$ cat src/rtl/cpu8_pkg.sv
package cpu8_pkg;

    localparam int unsigned WORD_W  = 8;
    localparam int unsigned REG_CNT = 4;
    localparam int unsigned SEL_W   = $clog2(REG_CNT);
    localparam int unsigned NIB_W   = WORD_W / 2;

    typedef logic [WORD_W-1:0] word_t;
    typedef logic [SEL_W-1:0]  rsel_t;

    typedef enum logic [3:0] {
        OP_COPY  = 4'd0,
        OP_ADD   = 4'd1,
        OP_SUB   = 4'd2,
        OP_AND   = 4'd3,
        OP_OR    = 4'd4,
        OP_INV   = 4'd5,
        OP_SHL   = 4'd6,
        OP_SHR   = 4'd7,
        OP_ASR   = 4'd8,
        OP_CMP   = 4'd9,
        OP_BREQ  = 4'd10,
        OP_JUMP  = 4'd11,
        OP_NHI   = 4'd12,
        OP_NLO   = 4'd13,
        OP_LOAD  = 4'd14,
        OP_STORE = 4'd15
    } op_e;

    typedef enum logic {
        ST_RUN    = 1'b0,
        ST_VECTOR = 1'b1
    } state_e;

    localparam rsel_t JUMP_SUB_GO = '0;
    localparam word_t IRET_CODE   = 8'hB4;

endpackage

$ cat src/rtl/cpu8_alu.sv
module cpu8_alu
    import cpu8_pkg::*;
(
    input  op_e   op,
    input  word_t a,
    input  word_t b,
    output word_t y,
    output logic  eq
);

    always_comb begin
        case (op)
            OP_COPY: y = b;
            OP_ADD:  y = a + b;
            OP_SUB:  y = a - b;
            OP_AND:  y = a & b;
            OP_OR:   y = a | b;
            OP_INV:  y = ~b;
            OP_SHL:  y = a << b;
            OP_SHR:  y = a >> b;
            OP_ASR:  y = word_t'($signed(a) >>> b);
            default: y = a;
        endcase
        eq = (a == b);
    end

endmodule

$ cat src/rtl/cpu8_regfile.sv
module cpu8_regfile
    import cpu8_pkg::*;
(
    input  logic  clk,
    input  logic  rst,
    input  rsel_t sel_a,
    input  rsel_t sel_b,
    input  logic  we,
    input  rsel_t wsel,
    input  word_t wdata,
    output word_t val_a,
    output word_t val_b
);

    word_t regs [REG_CNT];

    always_ff @(posedge clk) begin
        for (int i = 0; i < REG_CNT; i++) begin
            if (rst) begin
                regs[i] <= '0;
            end else if (we && wsel == rsel_t'(i)) begin
                regs[i] <= wdata;
            end
        end
    end

    assign val_a = regs[sel_a];
    assign val_b = regs[sel_b];

endmodule

$ cat src/rtl/cpu8_ctrl.sv
module cpu8_ctrl
    import cpu8_pkg::*;
(
    input  logic   clk,
    input  logic   rst,
    input  logic   irq,
    input  logic   iret_seen,
    output state_e st,
    output logic   accept
);

    state_e st_nx;
    logic   masked;
    logic   mask_nx;

    always_ff @(posedge clk) begin
        if (rst) begin
            st     <= ST_RUN;
            masked <= 1'b0;
        end else begin
            st     <= st_nx;
            masked <= mask_nx;
        end
    end

    always_comb begin
        st_nx   = st;
        mask_nx = masked;
        accept  = 1'b0;
        unique case (st)
            ST_RUN: begin
                if (!rst && irq && !masked) begin
                    accept  = 1'b1;
                    st_nx   = ST_VECTOR;
                    mask_nx = 1'b1;
                end else if (iret_seen) begin
                    mask_nx = 1'b0;
                end
            end
            ST_VECTOR: begin
                st_nx = ST_RUN;
            end
        endcase
    end

endmodule

$ cat src/rtl/cpu8_core.sv
module cpu8_core
    import cpu8_pkg::*;
#(
    parameter int unsigned VEC_ADDR = 250
) (
    input  logic       clk,
    input  logic       rst,
    input  logic       irq,
    output logic [7:0] imem_addr,
    input  logic [7:0] imem_data,
    output logic [7:0] dmem_addr,
    output logic [7:0] dmem_wdata,
    output logic       dmem_we,
    input  logic [7:0] dmem_rdata
);

    localparam rsel_t IMM_REG = rsel_t'(REG_CNT - 1);

    word_t  pc, pc_nx, ret_pc;
    logic   flag, flag_nx;
    state_e st;
    logic   accept, exec, iret_hit;
    op_e    op;
    rsel_t  f_rd, f_rs, sel_a;
    word_t  val_a, val_b, alu_y, rf_wdata;
    logic   alu_eq, rf_we;

    assign op       = op_e'(imem_data[7:4]);
    assign f_rd     = imem_data[3:2];
    assign f_rs     = imem_data[1:0];
    assign sel_a    = (op == OP_NHI || op == OP_NLO) ? IMM_REG : f_rd;
    assign exec     = (st == ST_RUN) && !accept && !rst;
    assign iret_hit = (st == ST_RUN) && (imem_data == IRET_CODE);

    cpu8_ctrl u_ctrl (
        .clk       (clk),
        .rst       (rst),
        .irq       (irq),
        .iret_seen (iret_hit),
        .st        (st),
        .accept    (accept)
    );

    cpu8_regfile u_rf (
        .clk   (clk),
        .rst   (rst),
        .sel_a (sel_a),
        .sel_b (f_rs),
        .we    (rf_we),
        .wsel  (sel_a),
        .wdata (rf_wdata),
        .val_a (val_a),
        .val_b (val_b)
    );

    cpu8_alu u_alu (
        .op (op),
        .a  (val_a),
        .b  (val_b),
        .y  (alu_y),
        .eq (alu_eq)
    );

    always_comb begin
        pc_nx      = pc;
        flag_nx    = flag;
        rf_we      = 1'b0;
        rf_wdata   = alu_y;
        dmem_addr  = val_b;
        dmem_wdata = val_a;
        dmem_we    = 1'b0;
        if (st == ST_VECTOR) begin
            dmem_addr = word_t'(VEC_ADDR);
            pc_nx     = dmem_rdata;
        end else if (exec) begin
            pc_nx = pc + 1'b1;
            case (op)
                OP_COPY, OP_ADD, OP_SUB, OP_AND, OP_OR,
                OP_INV, OP_SHL, OP_SHR, OP_ASR: rf_we = 1'b1;
                OP_CMP:   flag_nx = alu_eq;
                OP_BREQ:  if (flag) pc_nx = val_b;
                OP_JUMP: begin
                    if (f_rd == JUMP_SUB_GO) begin
                        pc_nx = val_b;
                    end else if (imem_data == IRET_CODE) begin
                        pc_nx = ret_pc;
                    end
                end
                OP_NHI: begin
                    rf_we    = 1'b1;
                    rf_wdata = {imem_data[NIB_W-1:0], val_a[NIB_W-1:0]};
                end
                OP_NLO: begin
                    rf_we    = 1'b1;
                    rf_wdata = {val_a[WORD_W-1:NIB_W], imem_data[NIB_W-1:0]};
                end
                OP_LOAD: begin
                    rf_we    = 1'b1;
                    rf_wdata = dmem_rdata;
                end
                OP_STORE: dmem_we = 1'b1;
                default: ;
            endcase
        end
    end

    always_ff @(posedge clk) begin
        if (rst) begin
            pc     <= '0;
            flag   <= 1'b0;
            ret_pc <= '0;
        end else begin
            pc   <= pc_nx;
            flag <= flag_nx;
            if (accept) ret_pc <= pc;
        end
    end

    assign imem_addr = pc;

endmodule

$ cat config.mk
export PLATFORM = sky130hd
export DESIGN_NAME = cpu8_core
export DESIGN_NICKNAME = d
export VERILOG_FILES = /design/src/rtl/cpu8_pkg.sv /design/src/rtl/cpu8_alu.sv /design/src/rtl/cpu8_regfile.sv /design/src/rtl/cpu8_ctrl.sv /design/src/rtl/cpu8_core.sv
export SDC_FILE = /design/constraint.sdc
export NUM_CORES = 1
export LEC_CHECK = 0
export BUFFER_PORTS_ARGS = -buffer_cell sky130_fd_sc_hd__clkbuf_2
export CORE_MARGIN = 5
export CORE_UTILIZATION = 57
export DETAILED_ROUTE_END_ITERATION = 8
export PLACE_DENSITY = 0.77
export SKIP_LAST_GASP = 1
export SLEW_MARGIN = 20
export SYNTH_ARGS = -nofsm -noshare
export SYNTH_HDL_FRONTEND = slang
export SYNTH_SLANG_ARGS = --single-unit
$ cat constraint.sdc
create_clock -name clk -period 5.1 [get_ports clk]
set_input_delay 0.51 -clock clk [delete_from_list [all_inputs] [get_ports clk]]
set_output_delay 0.51 -clock clk [all_outputs]
set_load 0.01 [all_outputs]
# ---- Word level (Yosys, flattened, before mapping)
# Memory sizes are Yosys's and may differ from the RTL's.
# Cells that the tools add are included.
dict set report totals {
  register_bits 19
  inputBits 19
  mem_bits_rw 32
  mem_count 1
}
dict set report op_classes {
  n_eq_ne 20
  n_shift 3
  mux 41
  n_reduce_logical 21
  n_bitwise 8
  n_addsub 3
}
# memory depth word_bits rd rd_ports_with_merged_regs wr line
set mem_list {}
lappend mem_list {u_rf.regs 4 8 2 0 4 cpu8_regfile.sv:15} ;# word_t regs [REG_CNT];
# operator n
set op_table {}
lappend op_table {{8-bit two-way mux} 12}
lappend op_table {{8-bit one-hot mux with 9 select lines} 1}
lappend op_table {{4-bit equality test, second input constant} 8}
lappend op_table {{1-bit two-way mux} 24}
lappend op_table {{8-bit one-hot mux with 3 select lines} 1}
lappend op_table {{4-bit by 3-bit equality test with 1-bit output, second input constant} 4}
lappend op_table {{8-bit one-hot mux with 2 select lines} 1}
lappend op_table {{12-bit OR reduction} 1}
lappend op_table {{1-bit logical AND} 9}
lappend op_table {{8-bit by 1-bit adder with 8-bit output, second input constant} 1}
lappend op_table {{8-bit adder} 1}
lappend op_table {{8-bit AND} 1}
lappend op_table {{4-bit by 2-bit equality test with 1-bit output, second input constant} 2}
lappend op_table {{8-bit equality test} 1}
lappend op_table {{8-bit equality test, second input constant} 1}
lappend op_table {{8-bit inverter} 1}
lappend op_table {{8-bit OR} 1}
lappend op_table {{8-bit by 8-bit << shifter with 8-bit output} 1}
lappend op_table {{8-bit by 8-bit >> shifter with 8-bit output} 1}
lappend op_table {{8-bit by 8-bit >>> shifter with 8-bit output} 1}
lappend op_table {{8-bit subtractor} 1}
lappend op_table {{2-bit equality test, second input constant} 2}
lappend op_table {{4-bit by 1-bit equality test with 1-bit output, second input constant} 1}
lappend op_table {{2-bit zero test} 2}
lappend op_table {{11 further kinds} 17}

# ---- Logic depth before layout (Yosys ltp)
# Gate-level depths: netlist (run 1).
dict set report depth {
  ltp_word 15
  mapped_depth 17
}

# ---- Cells and area by module
# Synthesis (run 1) repeated with hierarchy kept, for this count alone.
dict set report hier_totals {
  cells_unflattened 661
  area_unflattened_um2 5365.1
}
# module n_inst area_each_um2 cells_per_inst
set modules_own_cells {}
lappend modules_own_cells {cpu8_alu 1 2140.8 330}
lappend modules_own_cells {cpu8_regfile 1 1614.0 106}
lappend modules_own_cells {cpu8_core 1 1519.0 218}
lappend modules_own_cells {cpu8_ctrl 1 91.3 7}

# ---- Worst setup path before layout (run 1)
# No wires, ideal clock.
dict set report synth_timing {
  path_type {input port to flip-flop}
  from {input imem_data[3]}
  to {memory u_rf.regs[2][4] in the netlist's numbering, data pin}
  slack_ps 1205
  arrival_ps 3631
  n_path_buf 3
  setup_time_ps 264
  path_stages 16
  cell_sequence {buf_2 buf_2 clkbuf_1 nand3b_1 a31oi_1 nor2_1 inv_1 ha_1 fa_1 a21oi_1 o21bai_1 a221o_1 a2111oi_0 o2111ai_1 nand2_1 nor2_1}
}
# item line
set synth_lines {}
lappend synth_lines {{from (decl)} cpu8_core.sv:10} ;# input logic [7:0] imem_data,
lappend synth_lines {{to (decl)} cpu8_regfile.sv:15}

==> impl_results.md, run 1 <==
- Outcome: complete, no violations
- Post-Synthesis Cells: 714
- RSZ-0062 raised after global routing: no
- Critical Path Sink: u_rf.regs[2][6]
- Clock sink total: 51
- Worst EP required: 5.13 ns
- Initial drt markers: 844
- Num rows: 35
- GR Overflow Total: 0
- CP max stage delay: 0.65 ns
- Htree depth: 2
- Synth top cells by count: 92 x nor2_1, 58 x nand2_1, 49 x a21oi_1
- Largest net degree at the start of global routing: 36
- Net count after synthesis: 757
- Bufs on Longest Clock Path: 2
- Input/output buffers: 43
- Number of gates resized after CTS: 0
- Final period util: 0.832
- Number of setup buffers added after CTS: 0
- Adder-cell share of the synthesized area: 0.0599
- Setup CP Type: in2reg
- CP Capture Type: register
- Final Setup Violations: 0
- Leakage power: 2.18 nW
- Post-Synth Simple-Gate Area: 0.278
- Root Driver: clkbuf_8
- IO Count: 44
- Async S/R FF share, synth: 0
- Min Tclk post-route: 4.24 ns
- Top area cells in the synthesized netlist: edfxtp_1 18%, dfxtp_1 7.0%, nor2_1 6.4%, ha_1 5.1%, a21oi_1 4.5%
- Final wirelength: 20200 microns
- Via count: 6022
- Hold_sp: ret_pc[2]
- Setup TNS: 0 ns
- Maxcap violations: 0
- Final hold viol count: 0
- Vias per inst: 7.05
- Die width: 108 microns
- First-pass GRT wire length: 31000 microns
- Finished Cell Area: 5800 sq um
- Antenna fix cells: 0
- Multiplexer share of the synthesized area: 0.0574
- Vias in the first global route: 5568
- Worst R2R Path Depth: 11
- CTS tree: done
- XOR/XNOR share of the synthesized area: 0.0194
- Die height: 108 microns
- Final non-filler cell total: 854
- Most used cell, CP: a21oi_1
- DRC: 0
- GRT Total Usage: 0.341
- Antenna violations before repair: 0
- 1st-pass router iterations: 7
- Post-synthesis compound-gate area fraction: 0.275
- Post-Synthesis Cell Area: 5430 sq um
- Max Clock Freq: 236 MHz
- Top fanout value on the critical path: 27
- Die footprint: 11600 sq um
- Peak VDD IR: 0.220 mV
- Crit-path cells: clkbuf_2 -> nand2b_1 -> or3_1 -> nand3_1 -> inv_1 -> fa_1 -> a21o_1 -> a21oi_1 -> o22ai_1 -> a21oi_1 -> xnor2_1 -> a211oi_1 -> nor3_1
- Post-synth top area cell: edfxtp_1
- Worst-margin pin slew: 0.856 ns
- Area grow syn2layout: 6.82%
- Fillers: 885
- Netlist cell types: 79
- Clock skew: 0.00814 ns
- Syn_area_per_cell: 7.61 sq um
- Final nets: 767
- Slew HR: 0.425
- Crit-path slowest cell: a211oi_1
- Ys flop type: edfxtp_1
- Arrival time worst endpoint: 4.28 ns
- #FFs+latches synth: 51
- Post-synth top area share: 0.177
- Crit start category: primary input
- Hold-fix buffer count after cts: 0
- Starting Density: 0.585
- Hold Path Class: reg2reg
- Worst-path clk slew: 0.09 ns
- Worst reg2reg startpoint: u_rf.regs[1][2]
- TritonCTS Buffers: 5
- Max-slew violations: 0
- Post-synth EDFFs: 32
- Pwr dens: 233 nW/um^2
- Final Wtd Congestion: 1.06
- R2R setup slack: 1.24 ns
- Layout cells sized above 1: 0.135
- Placed insts: 846
- Dpl cell area: 5700 sq um
- Final ANT Viol Nets: 0
- Crit path from: imem_data[3]
- Largest family of logic cells by synthesized area: simple AND/OR/NAND/NOR gates
- YS warnings: 0
- Clk_lat worst skew: 0.31 ns
- Core area: 9280 sq um
- Count leader, synth: nor2_1
- Register area share after synthesis: 0.247
- Dpl hpwl: 15000 microns
- WL/cell: 23.6 microns
- PnR Total Power: 1.35 mW
- Reg-to-reg endpoint: u_rf.regs[2][6]
-- registers in the layout, summed over array words and instances (netlist names) --
signal         count
imem_addr          8
u_ctrl.st          1
flag               1
u_rf.regs         32
ret_pc             8
u_ctrl.masked      1
-- power by group --
group	leakage (nW)	switching, mW	internal (mW)
clock network	0.0474	0.141	0.111
registers	0.487	0.0234	0.461
logic	1.64	0.405	0.208
total	2.18	0.570	0.780
-- stage by stage --
step	hold WS [ns]	util	setup WS (ns)
after floorplan	0.436	-	1.20
after global placement	0.442	0.614	0.807
after detailed placement	0.448	0.614	0.706
after CTS	0.467	0.625	0.989
after global routing	0.488	0.625	0.611
final	0.464	0.625	0.858
-- logic make-up after synthesis --
family          count (synthesis)
compound gates                214
mux                            22
flops                          51
buf+inv                        88
fa+ha+maj                      25
simple gates                  302
xor+xnor                       12
-- layout by cell type, fill, tap and decap left out, types with 22 or more instances in the layout --
cell type	n
nor2_1	92
nand2_1	58
a21oi_1	49
clkbuf_2	43
nor3_1	33
o21ai_0	33
inv_1	32
edfxtp_1	32
nand3_1	26
ha_1	22
-- final cells by class --
cell class,count,area (sq um),share of cell area
Multi-Input combinational cell,575,3750,0.647
Inverter,34,128,0.0220
Timing Repair Buffer,57,320,0.0552
Clock buffer,6,82.6,0.0142
Sequential cell,51,1340,0.231
Clock inverter,2,16.3,0.00280
Tap cell,129,161,0.0278
-- critical path, delay by kind of cell --
family,cells,cell delay (ns)
buffers and inverters,2,0.46
adders and majority gates,1,0.45
xor gates and xnor gates,1,0.13
and+or+nand+nor,4,1.25
AOI/OAI and AO/OA,5,1.44
-- layer usage --
metal / track usage / vias to the layer above / wire length (microns) / share of wire
li1: - / 2712 / - / -
met1: 0.464 / 2798 / 7880 / 0.39
met2: 0.510 / 432 / 8850 / 0.44
met3: 0.0666 / 80 / 2360 / 0.12
met4: 0.176 / 0 / 1090 / 0.054
met5: 0 / - / 0 / 0
-- how the worst min path moves through the flow --
stage                              end  cells after the start  slack [ns]
after floorplan              ret_pc[1]                      2        0.44
after global placement       ret_pc[0]                      2        0.44
after detailed placement     ret_pc[0]                      2        0.45
after CTS                    ret_pc[0]                      2        0.47
after global routing      imem_addr[5]                      3        0.49
final                        ret_pc[2]                      2        0.46
(Power assumes the default switching activity.)
==> run 2: changes to the inputs <==
Settings changed: CORE_UTILIZATION 57 to 56, PLACE_DENSITY 0.77 to 0.79.
Clock period 5.1 ns to 3.5 ns, I/O delays scaled along.
==> run 2 against run 1 <==
Against the previous run:
- clock power up 48%
- sequential share of layout area down 2.5 points
- global-route usage up 2.9 points
- register-to-register slack worse by 1.2 ns
- worst hold slack worse by 0.18 ns
- via count up 7.7%
- core utilization up 5.3 points
- routed wire length up 7.8%
- first-iteration DRC count up 3.8%
- largest power group unchanged
- critical endpoint is now u_rf.regs[3][7]
==> impl_results.md, run 2 (synthesis results as in run 1) <==
- Outcome: complete, no violations (unchanged)
- 1st-pass router iterations: 7 (unchanged)
- Setup CP Type: in2reg (unchanged)
- GR Overflow Total: 0 (unchanged)
- Clk_lat worst skew: 0.33 ns (was 0.31 ns)
- Peak VDD IR: 0.396 mV (was 0.220 mV)
- Worst-path clk slew: 0.10 ns (was 0.09 ns)
- GRT Total Usage: 0.370 (was 0.341)
- Htree depth: 2 (unchanged)
- Hold Path Class: in2reg (was reg2reg)
- Final hold viol count: 0 (unchanged)
- Crit path buf inv count: 4 (was 2)
- Met1 WL: 8040 microns (was 7880 microns)
- Area grow syn2layout: 19.8% (was 6.82%)
- Metal2 WL: 10100 microns (was 8850 microns)
- Core area: 9590 sq um (was 9280 sq um)
- Arrival time worst endpoint: 3.59 ns (was 4.28 ns)
- Leakage power: 2.58 nW (was 2.18 nW)
- Die width: 108 microns (about the same)
- Pwr dens: 332 nW/um^2 (was 233 nW/um^2)
- Slew HR: 0.482 (was 0.425)
- Max Clock Freq: 292 MHz
- Vias per inst: 6.92 (was 7.05)
- WHS: 0.285 ns (was 0.464 ns)
- First-pass GRT wire length: 33500 microns (was 31000 microns)
- R2R setup slack: 0.09 ns (was 1.24 ns)
- Antenna violations before repair: 0 (unchanged)
- Final Wtd Congestion: 1.06 (about the same)
- Final ANT Viol Nets: 0 (unchanged)
- Bufs on Longest Clock Path: 2 (unchanged)
- Most frequent cells in the layout: 92 x buf_4, 91 x nor2_1, 57 x nand2_1 (was 92 x nor2_1, 58 x nand2_1, 49 x a21oi_1)
- Maxcap violations: 0 (unchanged)
- Commonest non-fill, non-tap cell in the layout: buf_4 (was nor2_1)
- Worst EP required: 3.66 ns (was 5.13 ns)
- Final nets: 846 (was 767)
- Reg with most FFs: u_rf.regs (unchanged)
- Reg-to-reg endpoint: u_rf.regs[3][3] (was u_rf.regs[2][6])
- Worst reg2reg startpoint: u_rf.regs[1][1] (was u_rf.regs[1][2])
- Final non-filler cell total: 937 (was 854)
- Input/output buffers: 43 (unchanged)
- Via count: 6484 (was 6022)
- Dpl hpwl: 16600 microns (was 15000 microns)
- CP top delay family: compound AO/OA/AOI/OAI gates (unchanged)
- WL/cell: 23.2 microns (was 23.6 microns)
- Hold_sp: dmem_rdata[5] (was ret_pc[2])
- Placed insts: 928 (was 846)
- Max-slew violations: 0 (unchanged)
- Crit-path cells: clkbuf_2 -> buf_4 -> buf_4 -> nor3_1 -> o31ai_1 -> and2_1 -> ha_1 -> buf_4 -> nor2b_1 -> nor3_1 -> o21a_1 -> o21ai_0 -> a22oi_1 -> xnor2_1 -> o211a_1 -> nor3_1 (was clkbuf_2 -> nand2b_1 -> or3_1 -> nand3_1 -> inv_1 -> fa_1 -> a21o_1 -> a21oi_1 -> o22ai_1 -> a21oi_1 -> xnor2_1 -> a211oi_1 -> nor3_1)
- Num rows: 36 (was 35)
- CP Capture Type: register (unchanged)
- Top fanout value on the critical path: 12 (was 27)
- Clock sink total: 51 (unchanged)
- Final period util: 0.979
- Initial drt markers: 876 (was 844)
- Antenna fix cells: 0 (unchanged)
- PnR worst setup slack: 0.0722 ns (was 0.858 ns)
- CP max stage delay: 0.42 ns (was 0.65 ns)
- Die height: 108 microns (about the same)
- Clock skew: 0.00700 ns (was 0.00814 ns)
- Die footprint: 11800 sq um (was 11600 sq um)
- TritonCTS Buffers: 5 (unchanged)
- Starting Density: 0.566 (was 0.585)
- Hold-fix buffer count after cts: 0 (unchanged)
- Max reg flops: 32 (unchanged)
- IO Count: 44 (unchanged)
- PnR Total Power: 2.16 mW (was 1.35 mW)
- Layout cells sized above 1: 0.236 (was 0.135)
- DRC: 0 (unchanged)
- Root Driver: clkbuf_8 (unchanged)
- Crit start category: primary input (unchanged)
- Worst R2R Path Depth: 14 (was 11)
- Hold-critical path depth: 3 (was 2)
- Met3 WL post-DR: 2580 microns (was 2360 microns)
- Final Setup Violations: 0 (unchanged)
- Post-place setup slack: -0.314 ns (was 0.706 ns)
- Largest net degree at the start of global routing: 34 (was 36)
- Crit-path slowest cell: o31ai_1 (was a211oi_1)
- Min Tclk post-route: 3.43 ns
- Worst-margin pin slew: 0.771 ns (was 0.856 ns)
- CTS tree: done (unchanged)
- RSZ-0062 raised after global routing: yes (was no)
- Final wirelength: 21800 microns (was 20200 microns)
- Hold EP: imem_addr[5] (was ret_pc[2])
- Vias in the first global route: 6039 (was 5568)
- DR top layer: met4 (unchanged)
run 2: changes by cell type in the layout (fill, tap and decap cells not counted), sizes merged:
cell	before	now
clkinv	3	2
inv	32	35
clkbuf	49	48
buf	14	93
clkinvlp	1	0
run 2: how the worst max path moves through the flow:
stage | cells after the start | to | slack (ns) | start
finish | 16 | u_rf.regs[3][7] | 0.07 | imem_data[2]
CTS | 13 | u_rf.regs[3][4] | 0.008 | u_rf.regs[0][0]
floorplan | 16 | u_rf.regs[2][4] | 0.006 | imem_data[3]
global route | 15 | u_rf.regs[1][6] | -0.04 | u_rf.regs[0][0]
global placement | 17 | u_rf.regs[1][6] | -0.21 | imem_data[3]
detailed placement | 17 | u_rf.regs[3][6] | -0.31 | imem_data[3]
run 2: routing by layer:
| metal | up-vias | global-route usage |
|---|---|---|
| li1 | 2860 | - |
| met1 | 3014 | 0.484 |
| met2 | 516 | 0.596 |
| met3 | 94 | 0.0633 |
| met4 | 0 | 0.171 |
| met5 | - | 0 |
run 2: power breakdown:
part	leakage, nW	switching [mW]	internal, mW
Combinational	2.04	0.651	0.431
Sequential	0.487	0.0317	0.672
Clock	0.0511	0.223	0.151
Total	2.58	0.906	1.25
run 2: layout make-up:
class	count	area, sq um
inverters	34	128
fillers	804	3090
well taps	133	166
multi-input cells	575	3850
flip-flops and latches	51	1340
clock buffers	5	68.8
clock inverters	3	28.8
repair buffers	136	926
run 2: stage by stage:
stage	utilization	area [sq um]	TNS (ns)
after floorplan	-	5460	0
after global placement	0.658	6310	-3.47
after detailed placement	0.658	6310	-5.40
after CTS	0.670	6430	0
after global routing	0.678	6510	-0.253
final	0.678	6510	0
run 2: tightest hold or removal path: stages:
cell	delay [ns]
clkbuf_2	0.10
inv_1	0.05
a2111oi_0	0.07
run 2: timing repair:
| item | in CTS | in global routing |
|---|---|---|
| buffers inserted | 1 | 0 |
| pin swaps | 1 | 5 |
| setup endpoints to repair | 16 | 22 |
| gates resized for setup | 4 | 14 |
==> run 3: changes to the inputs <==
Settings changed: CAP_MARGIN from default to 20, SYNTH_HIERARCHICAL from default to 1.
==> run 3 against run 2 <==
Against the previous run:
- global-route usage is 3.9 points lower
- clock-buffer cell count stayed put
- power increased by 1.1%
- clock power barely moved
- clock skew about the same
- largest power group unchanged
- highest routed layer unchanged
- critical path depth is the same
- synthesized cell count shrank 7.4%
- non-clock buffer count rose by 10
- register-to-register slack better by 0.06 ns
==> impl_results.md, run 3 <==
- Sequential Power Share: 0.327 (was 0.326)
- Slew HR: 0.540 (was 0.482)
- Core area: 9280 sq um (was 9590 sq um)
- Final nets: 805 (was 846)
- CP Capture Type: register (unchanged)
- Vias in the first global route: 5570 (was 6039)
- Area grow syn2layout: 21.2% (was 19.8%)
- Hold-fix buffer count after cts: 0 (unchanged)
- Num rows: 35 (was 36)
- Via count: 5862 (was 6484)
- Dpl cell area: 6240 sq um (was 6310 sq um)
- Async S/R FF share, synth: 0 (unchanged)
- Hold_sp: irq (was dmem_rdata[5])
- Post-synth top area share: 0.179 (was 0.177)
- Outcome: complete, no violations (unchanged)
- Max-slew violations: 0 (unchanged)
- Max Clock Freq: 291 MHz (was 292 MHz)
- TritonCTS Buffers: 5 (unchanged)
- Top fanout value on the critical path: 5 (was 12)
- Internal power: 1.30 mW (was 1.25 mW)
- Final hold viol count: 0 (unchanged)
- Max reg flops: 32 (unchanged)
- Worst reg2reg startpoint: u_rf/regs[3][4] (was u_rf.regs[1][1])
- GRT Total Usage: 0.332 (was 0.370)
- Post-synth top area cell: edfxtp_1 (unchanged)
- GR Util met3: 0.0408 (was 0.0633)
- Die height: 108 microns (about the same)
- GR Overflow Total: 0 (unchanged)
- IO Count: 44 (unchanged)
- Final non-filler cell total: 890 (was 937)
- DRC: 0 (unchanged)
- Antenna fix cells: 0 (unchanged)
- Initial drt markers: 612 (was 876)
- Post-Synthesis Cell Area: 5370 sq um (was 5430 sq um)
- Vias per inst: 6.59 (was 6.92)
- WL/cell: 21.9 microns (was 23.2 microns)
- Largest net degree at the start of global routing: 47 (was 34)
- Top area cells in the synthesized netlist: edfxtp_1 18%, mux4_2 9.7%, dfxtp_1 7.1%, nor2_1 7.0%, a21oi_1 5.6% (was edfxtp_1 18%, dfxtp_1 7.0%, nor2_1 6.4%, ha_1 5.1%, a21oi_1 4.5%)
- Layout cells sized above 1: 0.286 (was 0.236)
- Peak VDD IR: 0.327 mV (was 0.396 mV)
- GR Util met2: 0.554 (was 0.596)
- Count leader, synth: nor2_1 (unchanged)
- First-pass GRT wire length: 30200 microns (was 33500 microns)
- Starting Density: 0.578 (was 0.566)
- Input/output buffers: 43 (unchanged)
- Synth top cells by count: 100 x nor2_1, 60 x a21oi_1, 45 x nand2_1 (was 92 x nor2_1, 58 x nand2_1, 49 x a21oi_1)
- Hold Path Class: in2reg (unchanged)
- Final wirelength: 19500 microns (was 21800 microns)
- Htree depth: 2 (unchanged)
- Most Used Layer, Global Route: met2 (unchanged)
- Final Setup Violations: 0 (unchanged)
- Maxcap violations: 0 (unchanged)
- Clock power frac: 0.171 (was 0.173)
- Switching Share: 0.403 (was 0.419)
- 1st-pass router iterations: 5 (was 7)
- Pwr dens: 336 nW/um^2 (was 332 nW/um^2)
- Crit start category: primary input (unchanged)
- Clk_lat worst skew: 0.31 ns (was 0.33 ns)
- Combinational power share: 0.502 (was 0.501)
- Clock sink total: 51 (unchanged)
- Final ANT Viol Nets: 0 (unchanged)
- Die footprint: 11600 sq um (was 11800 sq um)
- Bufs on Longest Clock Path: 2 (unchanged)
- CTS tree: done (unchanged)
- Min Tclk post-route: 3.43 ns (about the same)
- Die width: 108 microns (about the same)
- Crit path from: imem_data[6] (was imem_data[2])
- Netlist cell types: 72 (was 79)
- P_sw: 0.881 mW (was 0.906 mW)
- Placed insts: 875 (was 928)
- Worst-margin pin slew: 0.681 ns (was 0.771 ns)
- Clock skew: 0.00745 ns (was 0.00700 ns)
- Antenna violations before repair: 0 (unchanged)
- Setup CP Type: in2reg (unchanged)
- Most frequent cells in the layout: 102 x buf_4, 97 x nor2_1, 57 x a21oi_1 (was 92 x buf_4, 91 x nor2_1, 57 x nand2_1)
- Final Wtd Congestion: 1.03 (was 1.06)
- Post-place setup slack: -0.262 ns (was -0.314 ns)
- Finished Cell Area: 6500 sq um (was 6510 sq um)
- Leakage power: 2.61 nW (was 2.58 nW)
- Final period util: 0.981 (was 0.979)
- Fin util: 0.701 (was 0.678)
- #FFs+latches synth: 51 (unchanged)
- Root Driver: clkbuf_8 (unchanged)
- Commonest non-fill, non-tap cell in the layout: buf_4 (unchanged)
- Worst EP required: 3.56 ns (was 3.66 ns)
- Dpl hpwl: 14500 microns (was 16600 microns)
- Register area share after synthesis: 0.250 (was 0.247)
- Arrival time worst endpoint: 3.49 ns (was 3.59 ns)
- Net count after synthesis: 706 (was 757)
- RSZ-0062 raised after global routing: yes (unchanged)
- M1 GR Usage: 0.439 (was 0.484)
- Worst-path clk slew: 0.11 ns (was 0.10 ns)
- Post-synth EDFFs: 32 (unchanged)
- Ys flop type: edfxtp_1 (unchanged)
- Reg with most FFs: u_rf/regs (was u_rf.regs)
- PnR worst setup slack: 0.0678 ns (was 0.0722 ns)
- Syn_area_per_cell: 8.12 sq um (was 7.61 sq um)
- Post-Synthesis Cells: 661 (was 714)
- YS warnings: 6 (was 0)
## run 3: power by group through the flow
stage | logic, mW | registers [mW] | clock network [mW]
after detailed placement | 1.01 | 0.724 | 0
after CTS | 1.02 | 0.711 | 0.380
after floorplan | 0.615 | 0.717 | 0
after global routing | 1.17 | 0.716 | 0.405
final | 1.10 | 0.714 | 0.375
after global placement | 0.997 | 0.722 | 0
## run 3: path summary, 6_finish.rpt
| check | endpoint | slack [ns] | depth (start not counted) |
|---|---|---|---|
| setup reg to reg | u_rf/regs[1][4] | 0.15 | 13 |
| hold / removal | u_ctrl/st | 0.30 | 2 |
| hold reg to reg | ret_pc[1] | 0.48 | 2 |
| setup / recovery | u_rf/regs[1][4] | 0.07 | 16 |
## run 3: final cells by class
cell class | instances | area [sq um]
inverters | 29 | 109
flip-flops and latches | 51 | 1340
clock inverters | 3 | 28.8
repair buffers | 146 | 992
fillers | 773 | 2780
well taps | 129 | 161
clock buffers | 5 | 68.8
multi-input cells | 527 | 3800
## run 3: per-stage QoR
stage | hold slack [ns] | setup TNS, ns | total power [mW]
finish | 0.303 | 0 | 2.18
global route | 0.294 | -0.263 | 2.29
floorplan | 0.429 | 0 | 1.33
global placement | 0.459 | -3.80 | 1.72
detailed placement | 0.463 | -5.79 | 1.74
CTS | 0.292 | 0 | 2.11
## run 3: cell families (layout without fill, tap and decap cells)
logic type / Yosys count / in the layout / share of synthesized area
simple gates: 249 / 249 / 0.228
xor+xnor: 11 / 11 / 0.0180
mux: 42 / 42 / 0.132
compound gates: 198 / 198 / 0.241
fa+ha+maj: 27 / 27 / 0.0653
buf+inv: 83 / 183 / 0.0660
flops: 51 / 51 / 0.250
## run 3: metal layers
| layer | vias to the layer above | routed length [microns] |
|---|---|---|
| met3 | 53 | 2030 |
| met2 | 382 | 9340 |
| met1 | 2788 | 7470 |
| met5 | - | 0 |
| met4 | 0 | 676 |
| li1 | 2639 | - |
## run 3: worst max-delay path: stages
cell      delay (ns)
clkbuf_2        0.13
nand2_2         0.09
o21bai_4        0.24
mux4_2          0.62
buf_4           0.18
ha_4            0.15
fa_2            0.37
a21oi_2         0.13
o21bai_1        0.11
a221o_1         0.39
a21oi_1         0.17
a21oi_1         0.12
nand2_1         0.07
o21ai_1         0.09
nand3b_1        0.19
nor2_1          0.09
## run 3: timing repair
action	in CTS	in global routing
gates resized for setup	0	28
endpoints found under the setup margin	0	29
buffers inserted	0	7
